[config.mk]
export PLATFORM = sky130hd
export DESIGN_NAME = csum_ins
export DESIGN_NICKNAME = d
export VERILOG_FILES = /design/src/rtl/csum_ins_pkg.sv /design/src/rtl/csum_ins_adder.sv /design/src/rtl/csum_ins_store.sv /design/src/rtl/csum_ins.sv
export SDC_FILE = /design/constraint.sdc
export NUM_CORES = 2
export LEC_CHECK = 0
export BUFFER_PORTS_ARGS = -buffer_cell sky130_fd_sc_hd__buf_2
export CELL_PAD_IN_SITES_DETAIL_PLACEMENT = 2
export CELL_PAD_IN_SITES_GLOBAL_PLACEMENT = 2
export CORE_MARGIN = 4
export CORE_UTILIZATION = 51
export DETAILED_ROUTE_END_ITERATION = 10
export PLACE_DENSITY = 0.81
export SETUP_SLACK_MARGIN = 0.3
export SLEW_MARGIN = 25
export SYNTH_ARGS = -nofsm -noshare
export SYNTH_HDL_FRONTEND = slang
export SYNTH_SLANG_ARGS = --single-unit
[constraint.sdc]
create_clock -name clk -period 5.7 [get_ports clk]
set_clock_uncertainty 0.2 [all_clocks]
set_input_delay 1.425 -clock clk [delete_from_list [all_inputs] [get_ports clk]]
set_output_delay 1.425 -clock clk [all_outputs]
set_load 0.01 [all_outputs]
[src/rtl/csum_ins_pkg.sv]
package csum_ins_pkg;

    typedef enum logic [1:0] {
        ST_IDLE  = 2'd0,
        ST_FILL  = 2'd1,
        ST_DRAIN = 2'd2
    } ins_state_e;

endpackage

[src/rtl/csum_ins_adder.sv]
// One ones'-complement accumulation step for a single byte.
module csum_ins_adder (
    input  logic [15:0] acc_i,
    input  logic [7:0]  byte_i,
    input  logic        hi_lane_i,
    output logic [15:0] acc_o
);
    logic [15:0] word;
    logic [16:0] raw;

    always_comb begin
        word  = hi_lane_i ? {byte_i, 8'h00} : {8'h00, byte_i};
        raw   = {1'b0, acc_i} + {1'b0, word};
        acc_o = raw[15:0] + {15'd0, raw[16]};
    end
endmodule

[src/rtl/csum_ins_store.sv]
// Transfer byte store: one synchronous write port, one combinational read port.
module csum_ins_store #(
    parameter int DEPTH = 256,
    parameter int AW    = $clog2(DEPTH)
) (
    input  logic          clk,
    input  logic          we_i,
    input  logic [AW-1:0] waddr_i,
    input  logic [7:0]    wdata_i,
    input  logic [AW-1:0] raddr_i,
    output logic [7:0]    rdata_o
);
    logic [7:0] mem_q [DEPTH];

    always_ff @(posedge clk) begin
        if (we_i) begin
            mem_q[waddr_i] <= wdata_i;
        end
    end

    assign rdata_o = mem_q[raddr_i];
endmodule

[src/rtl/csum_ins.sv]
module csum_ins
    import csum_ins_pkg::*;
#(
    parameter int MAX_BYTES = 256,
    localparam int CNT_W    = $clog2(MAX_BYTES + 1)
) (
    input  logic             clk,
    input  logic             rst_n,
    input  logic             cmd_valid,
    output logic             cmd_ready,
    input  logic             cmd_csum_en,
    input  logic [7:0]       cmd_start,
    input  logic [7:0]       cmd_dest,
    input  logic [15:0]      cmd_seed,
    input  logic [CNT_W-1:0] cmd_len,
    input  logic             s_valid,
    output logic             s_ready,
    input  logic [7:0]       s_data,
    input  logic             s_last,
    output logic             m_valid,
    input  logic             m_ready,
    output logic [7:0]       m_data,
    output logic             m_last
);
    localparam int AW = (MAX_BYTES > 1) ? $clog2(MAX_BYTES) : 1;
    localparam int PW = (CNT_W > 10) ? CNT_W : 10;
    localparam logic [CNT_W-1:0] ONE   = CNT_W'(1);
    localparam logic [CNT_W-1:0] LIMIT = CNT_W'(MAX_BYTES);

    typedef struct packed {
        ins_state_e       st;
        logic             en;
        logic [7:0]       start;
        logic [7:0]       dest;
        logic [CNT_W-1:0] len;
        logic [CNT_W-1:0] cnt;
        logic [15:0]      acc;
    } ins_ctl_t;

    ins_ctl_t ctl_d, ctl_q;

    logic        store_we;
    logic [7:0]  store_rdata;
    logic [15:0] acc_next;
    logic        hi_lane;
    logic        in_span;
    logic [CNT_W-1:0] cnt_inc;
    logic [PW-1:0]    cnt_x;
    logic [PW-1:0]    ins_pos;

    assign cnt_inc = ctl_q.cnt + ONE;
    assign cnt_x   = PW'(ctl_q.cnt);
    assign ins_pos = PW'(ctl_q.start) + PW'(ctl_q.dest);
    assign in_span = cnt_x >= PW'(ctl_q.start);
    // Counting from the start byte, even positions go to the upper lane.
    assign hi_lane = (ctl_q.cnt[0] == ctl_q.start[0]);

    csum_ins_adder u_adder (
        .acc_i     (ctl_q.acc),
        .byte_i    (s_data),
        .hi_lane_i (hi_lane),
        .acc_o     (acc_next)
    );

    csum_ins_store #(.DEPTH(MAX_BYTES), .AW(AW)) u_store (
        .clk     (clk),
        .we_i    (store_we),
        .waddr_i (ctl_q.cnt[AW-1:0]),
        .wdata_i (s_data),
        .raddr_i (ctl_q.cnt[AW-1:0]),
        .rdata_o (store_rdata)
    );

    always_comb begin
        ctl_d     = ctl_q;
        cmd_ready = 1'b0;
        s_ready   = 1'b0;
        m_valid   = 1'b0;
        m_last    = 1'b0;
        m_data    = store_rdata;
        store_we  = 1'b0;

        case (ctl_q.st)
            ST_IDLE: begin
                cmd_ready = 1'b1;
                if (cmd_valid && (cmd_len != '0)) begin
                    ctl_d.st    = ST_FILL;
                    ctl_d.en    = cmd_csum_en;
                    ctl_d.start = cmd_start;
                    ctl_d.dest  = cmd_dest;
                    ctl_d.len   = cmd_len;
                    ctl_d.cnt   = '0;
                    // Network order: seed low byte sits in the start byte's lane.
                    ctl_d.acc   = {cmd_seed[7:0], cmd_seed[15:8]};
                end
            end
            ST_FILL: begin
                s_ready = 1'b1;
                if (s_valid) begin
                    store_we  = 1'b1;
                    ctl_d.cnt = cnt_inc;
                    if (ctl_q.en && in_span) begin
                        ctl_d.acc = acc_next;
                    end
                    if (s_last || (cnt_inc == ctl_q.len) || (cnt_inc == LIMIT)) begin
                        ctl_d.len = cnt_inc;
                        ctl_d.cnt = '0;
                        ctl_d.st  = ST_DRAIN;
                    end
                end
            end
            ST_DRAIN: begin
                m_valid = 1'b1;
                m_last  = (cnt_inc == ctl_q.len);
                if (ctl_q.en) begin
                    if (cnt_x == ins_pos) begin
                        m_data = ~ctl_q.acc[15:8];
                    end else if (cnt_x == ins_pos + PW'(1)) begin
                        m_data = ~ctl_q.acc[7:0];
                    end
                end
                if (m_ready) begin
                    ctl_d.cnt = cnt_inc;
                    if (cnt_inc == ctl_q.len) begin
                        ctl_d.cnt = '0;
                        ctl_d.st  = ST_IDLE;
                    end
                end
            end
            default: begin
                ctl_d.st = ST_IDLE;
            end
        endcase
    end

    always_ff @(posedge clk) begin
        if (!rst_n) begin
            ctl_q <= '0;
        end else begin
            ctl_q <= ctl_d;
        end
    end

endmodule

==> impl_metrics.tcl, run 1 <==
set metrics [dict create \
    synth-seq-area-share 0.748 \
    synthesis.yosys.warnings 0 \
    library_cell_occupying_the_most_area_in_the_post_synthesis_netlist "sky130_fd_sc_hd__edfxtp_1" \
    number_of_synthesized_register_bits 2109 \
    start_util 0.514 \
    die-height_um 413 \
    error "[ERROR DPL-0033] detailed placement checks failed during check placement." \
    io_pins 68 \
    gp_routability_congestion 0.838 \
    std_cell_rows 148 \
    outcome.stop_stage "3_5_place_dp" \
    synth.top_cells.by_area "sky130_fd_sc_hd__edfxtp_1 (73%), sky130_fd_sc_hd__mux4_2 (17%), sky130_fd_sc_hd__dfxtp_1 (1.5%)" \
    synth.net_count 4045 \
    detailed_place_hpwl_um 196000 \
    post_synth_num_cell_types 77 \
    synth_area_mm2 0.0838 \
    die_w_um 413 \
    synth_top_area_share 0.734 \
    synthMostInstantiatedCell "sky130_fd_sc_hd__edfxtp_1" \
    port_buffers 67 \
    syn_inst 3943 \
    synth-async-reset-ratio 0 \
    synth-edff-count 2048 \
    run_status "did not finish" \
    synthesized_area_per_cell_um2 21.3 \
    synth_flop_cell "sky130_fd_sc_hd__edfxtp_1" \
    yosys-top-cells-count "sky130_fd_sc_hd__edfxtp_1 (2048), sky130_fd_sc_hd__mux4_2 (640), sky130_fd_sc_hd__nor2_1 (316)" \
]
==> metrics by stage <==
step           std cells  instance area [um^2]  setup slack, ps
2_1_floorplan       3943                 83800              916
3_3_place_gp        6136                 87600             8.49
==> cells by family after synthesis <==
kind of cell | share of synthesized area
compound gates | 0.0229
xor+xnor | 0.00590
fa+ha+maj | 0.00704
buf+inv | 0.0134
flops | 0.748
mux | 0.174
simple gates | 0.0284
==> inputs of run 2 (changes only) <==
- CELL_PAD_IN_SITES_DETAIL_PLACEMENT: 2 -> unset
- CELL_PAD_IN_SITES_GLOBAL_PLACEMENT: 2 -> unset
- CORE_UTILIZATION: 51 -> 40
- PLACE_DENSITY: 0.81 -> unset
- PLACE_DENSITY_LB_ADDON: unset -> 0.15
- SETUP_SLACK_MARGIN: 0.3 -> unset
==> impl_metrics.tcl, run 2 <==
set metrics [dict create \
    drt_iter0_drc 4169 \
    die-height_um 466 \
    grt_overflow 0 \
    cts-root-buf "sky130_fd_sc_hd__clkbuf_16" \
    final_common_cell "sky130_fd_sc_hd__edfxtp_1" \
    start_util 0.404 \
    seq_power_share 0.525 \
    wire_length_of_the_first_global_routing_pass_um 314000 \
    power_switching_share 0.224 \
    syn_inst 3943 \
    max_slew.worst_pin.slew_ps 1150 \
    port_buffers 67 \
    min_period_ps 5820 \
    dpl_cell_area_mm2 0.0883 \
    vias 40686 \
    min_path_type "reg2reg" \
    yosys-top-cells-count "sky130_fd_sc_hd__edfxtp_1 (2048), sky130_fd_sc_hd__mux4_2 (640), sky130_fd_sc_hd__nor2_1 (316)" \
    total_power_mw 32.6 \
    tritoncts_clock_tree "done" \
    mostFrequentLayoutCells "sky130_fd_sc_hd__edfxtp_1 (2048), sky130_fd_sc_hd__mux4_2 (640), sky130_fd_sc_hd__nor2_1 (315)" \
    final_hold_viol_count 0 \
    post_route_setup_slack_ps -116 \
    synth-simple-area-share 0.0284 \
    coreArea_mm2 0.208 \
    power.leakage_nw 29.4 \
    yosys.area_share.adder 0.00704 \
    synth_top_area_share 0.734 \
    worst_setup_path_end_kind "primary output" \
    timing_max_transition_violations_final 0 \
    timing.final.setup_violations 8 \
    combinationalPowerShare 0.054 \
    std_cell_rows 167 \
    internal_power_mw 25.3 \
    largest_register_ff_count 2048 \
    synth.net_count 4045 \
    cts_hold_buffers 0 \
    detailedRoute.firstPassIterationCount 5 \
    gp_routability_congestion 0.795 \
    min_delay_path_depth 2 \
    total_die_area_mm2 0.217 \
    violations "setup timing" \
    grt_start_max_net_pins 189 \
    p_clk_frac 0.421 \
    cts.htree.levels 4 \
    detailed_place_hpwl_um 131000 \
    clock_latency_of_the_later_clocked_register_in_the_worst_skew_pair_ps 850 \
    clock_buffer_count_from_cts 218 \
    synth_area_mm2 0.0838 \
    synthMostInstantiatedCell "sky130_fd_sc_hd__edfxtp_1" \
    cts.clk_slew.worst_paths_ps 60 \
    library_cell_occupying_the_most_area_in_the_post_synthesis_netlist "sky130_fd_sc_hd__edfxtp_1" \
    main_combinational_cell_family_by_area_after_synthesis "multiplexers" \
    clockBufferDepth 3 \
    synthesis.yosys.warnings 0 \
    synth-async-reset-ratio 0 \
    clock_sinks 2109 \
    timing.rr.end "ctl_q[13]" \
    initial_antenna_violation_count 7 \
    final_antenna_net_count 0 \
    worstSetupStartpointType "register" \
    timing.critical_path.fanout_max 8 \
    io_pins 68 \
    worstRegToRegCells 21 \
    reg2reg_from "cnt_x[0]" \
    synth-seq-area-share 0.748 \
    worst-setup-path-type "reg2out" \
    synthMuxAreaShare 0.174 \
    crit_required_ps 4070 \
    synth-edff-count 2048 \
    post-route-period-util 1.02 \
    fin_nets 4328 \
    worst-r2r-setup-slack_ps 990 \
    number_of_synthesized_register_bits 2109 \
    fin_worst_hold_slack_ps 271 \
    post_synth_num_cell_types 77 \
    postLayoutCellArea_mm2 0.0972 \
    post_synth_xor_area_fraction 0.00590 \
    vdd_drop_max_mv 0.321 \
    max_flop_register "u_store.mem_q" \
    drive_above_1_share 0.305 \
    detail_route.drc_violations 0 \
    die_w_um 466 \
    synth.top_cells.by_area "sky130_fd_sc_hd__edfxtp_1 (73%), sky130_fd_sc_hd__mux4_2 (17%), sky130_fd_sc_hd__dfxtp_1 (1.5%)" \
    via_count_of_the_first_global_routing_pass 41515 \
    hold_path.startpoint "ctl_q[38]" \
    cap_violations 0 \
    routed_length_per_instance_um 30.5 \
    flow.area_growth_from_synthesis_pct 16.0 \
    max-slew-margin-rel 0.228 \
    run_status "finished with violations" \
    synth_compound_area_frac 0.0229 \
    worst_hold_path.endpoint "ctl_q[38]" \
    maxClockFrequency_ghz 0.172 \
    routed_via_density 5.65 \
    drt_wl_total_um 220000 \
    netSwitchingPower_mw 7.30 \
    total_power_divided_by_cell_area_mw_per_mm2 336 \
    synthesized_area_per_cell_um2 21.3 \
    rsz0062_at_grt "yes" \
    grt_util_all_layers 0.202 \
    synth_flop_cell "sky130_fd_sc_hd__edfxtp_1" \
    cp_data_arrival_time_ps 4190 \
]
-- run 2: how the worst max path moves through the flow --
stage	end	start	cells past startpoint	slack [ps]
after floorplan	ctl_q[15]	s_data[0]	19	920
after global placement	m_data[0]	register	11	-180
after detailed placement	m_data[0]	register	11	-220
after CTS	m_data[4]	register	13	-170
after global routing	m_data[7]	register	13	-240
final	m_data[0]	register	11	-120
-- run 2: logic make-up (layout without fill, tap and decap cells) --
logic type,after synthesis,in the layout
adder cells (fa/ha/maj),46,46
AO/OA/AOI/OAI,277,277
buffers and inverters,258,721
multiplexers,658,658
AND/OR/NAND/NOR,545,545
other,0,6
flip-flops,2109,2109
XOR/XNOR,50,50
-- run 2: cell type report --
type / count / area [um^2]
Clock inverter: 126 / 1250
Fill cell: 17306 / 110000
Antenna cell: 6 / 15.0
Clock buffer: 274 / 5670
Sequential cell: 2109 / 62700
Inverter: 32 / 120
Tap cell: 2788 / 3490
Multi-Input combinational cell: 1576 / 20700
Timing Repair Buffer: 289 / 3260
-- run 2: metrics by stage --
| step | std cells | utilization | setup WS (ps) | TNS, ps |
|---|---|---|---|---|
| floorplan | 3943 | - | 916 | 0 |
| global placement | 6717 | 0.425 | -180 | -180 |
| detailed placement | 6717 | 0.425 | -216 | -216 |
| CTS | 7173 | 0.467 | -169 | -1170 |
| global route | 7196 | 0.468 | -240 | -1780 |
| finish | 7200 | 0.468 | -116 | -610 |
-- run 2: power groups by stage --
stage / combinational (mW) / sequential, mW / clock [mW]
6_report: 1.75 / 17.1 / 13.7
2_1_floorplan: 0.950 / 17.4 / 0
4_1_cts: 1.75 / 17.1 / 14.1
5_1_grt: 1.90 / 17.1 / 14.7
3_5_place_dp: 1.62 / 17.5 / 0
3_3_place_gp: 1.61 / 17.5 / 0
-- run 2: timing repair --
action / 4_1_cts / 5_1_grt
gates resized for setup: 144 / 14
gates cloned: 20 / 1
endpoints found under the setup margin: 8 / 8
pin swaps: 26 / 9
setup buffers: 38 / 19
-- run 2: per-layer routing --
| metal | vias to the layer above | global-route usage | share of wire |
|---|---|---|---|
| li1 | 17114 | - | - |
| met1 | 22086 | 0.296 | 0.44 |
| met2 | 1207 | 0.318 | 0.48 |
| met3 | 279 | 0.0336 | 0.057 |
| met4 | 0 | 0.0471 | 0.022 |
| met5 | - | 0 | 0 |
-- run 2: critical path, cell delays in order, from the launching register on --
cell	delay (ps)
sky130_fd_sc_hd__dfxtp_4	410
sky130_fd_sc_hd__buf_12	150
sky130_fd_sc_hd__buf_16	140
sky130_fd_sc_hd__buf_16	140
sky130_fd_sc_hd__buf_12	150
sky130_fd_sc_hd__mux4_2	540
sky130_fd_sc_hd__mux4_2	600
sky130_fd_sc_hd__a221oi_4	430
sky130_fd_sc_hd__o22ai_4	160
sky130_fd_sc_hd__nor3_4	300
sky130_fd_sc_hd__mux2i_1	140
sky130_fd_sc_hd__buf_2	160
Note: power is estimated with default switching activity, not from simulation.
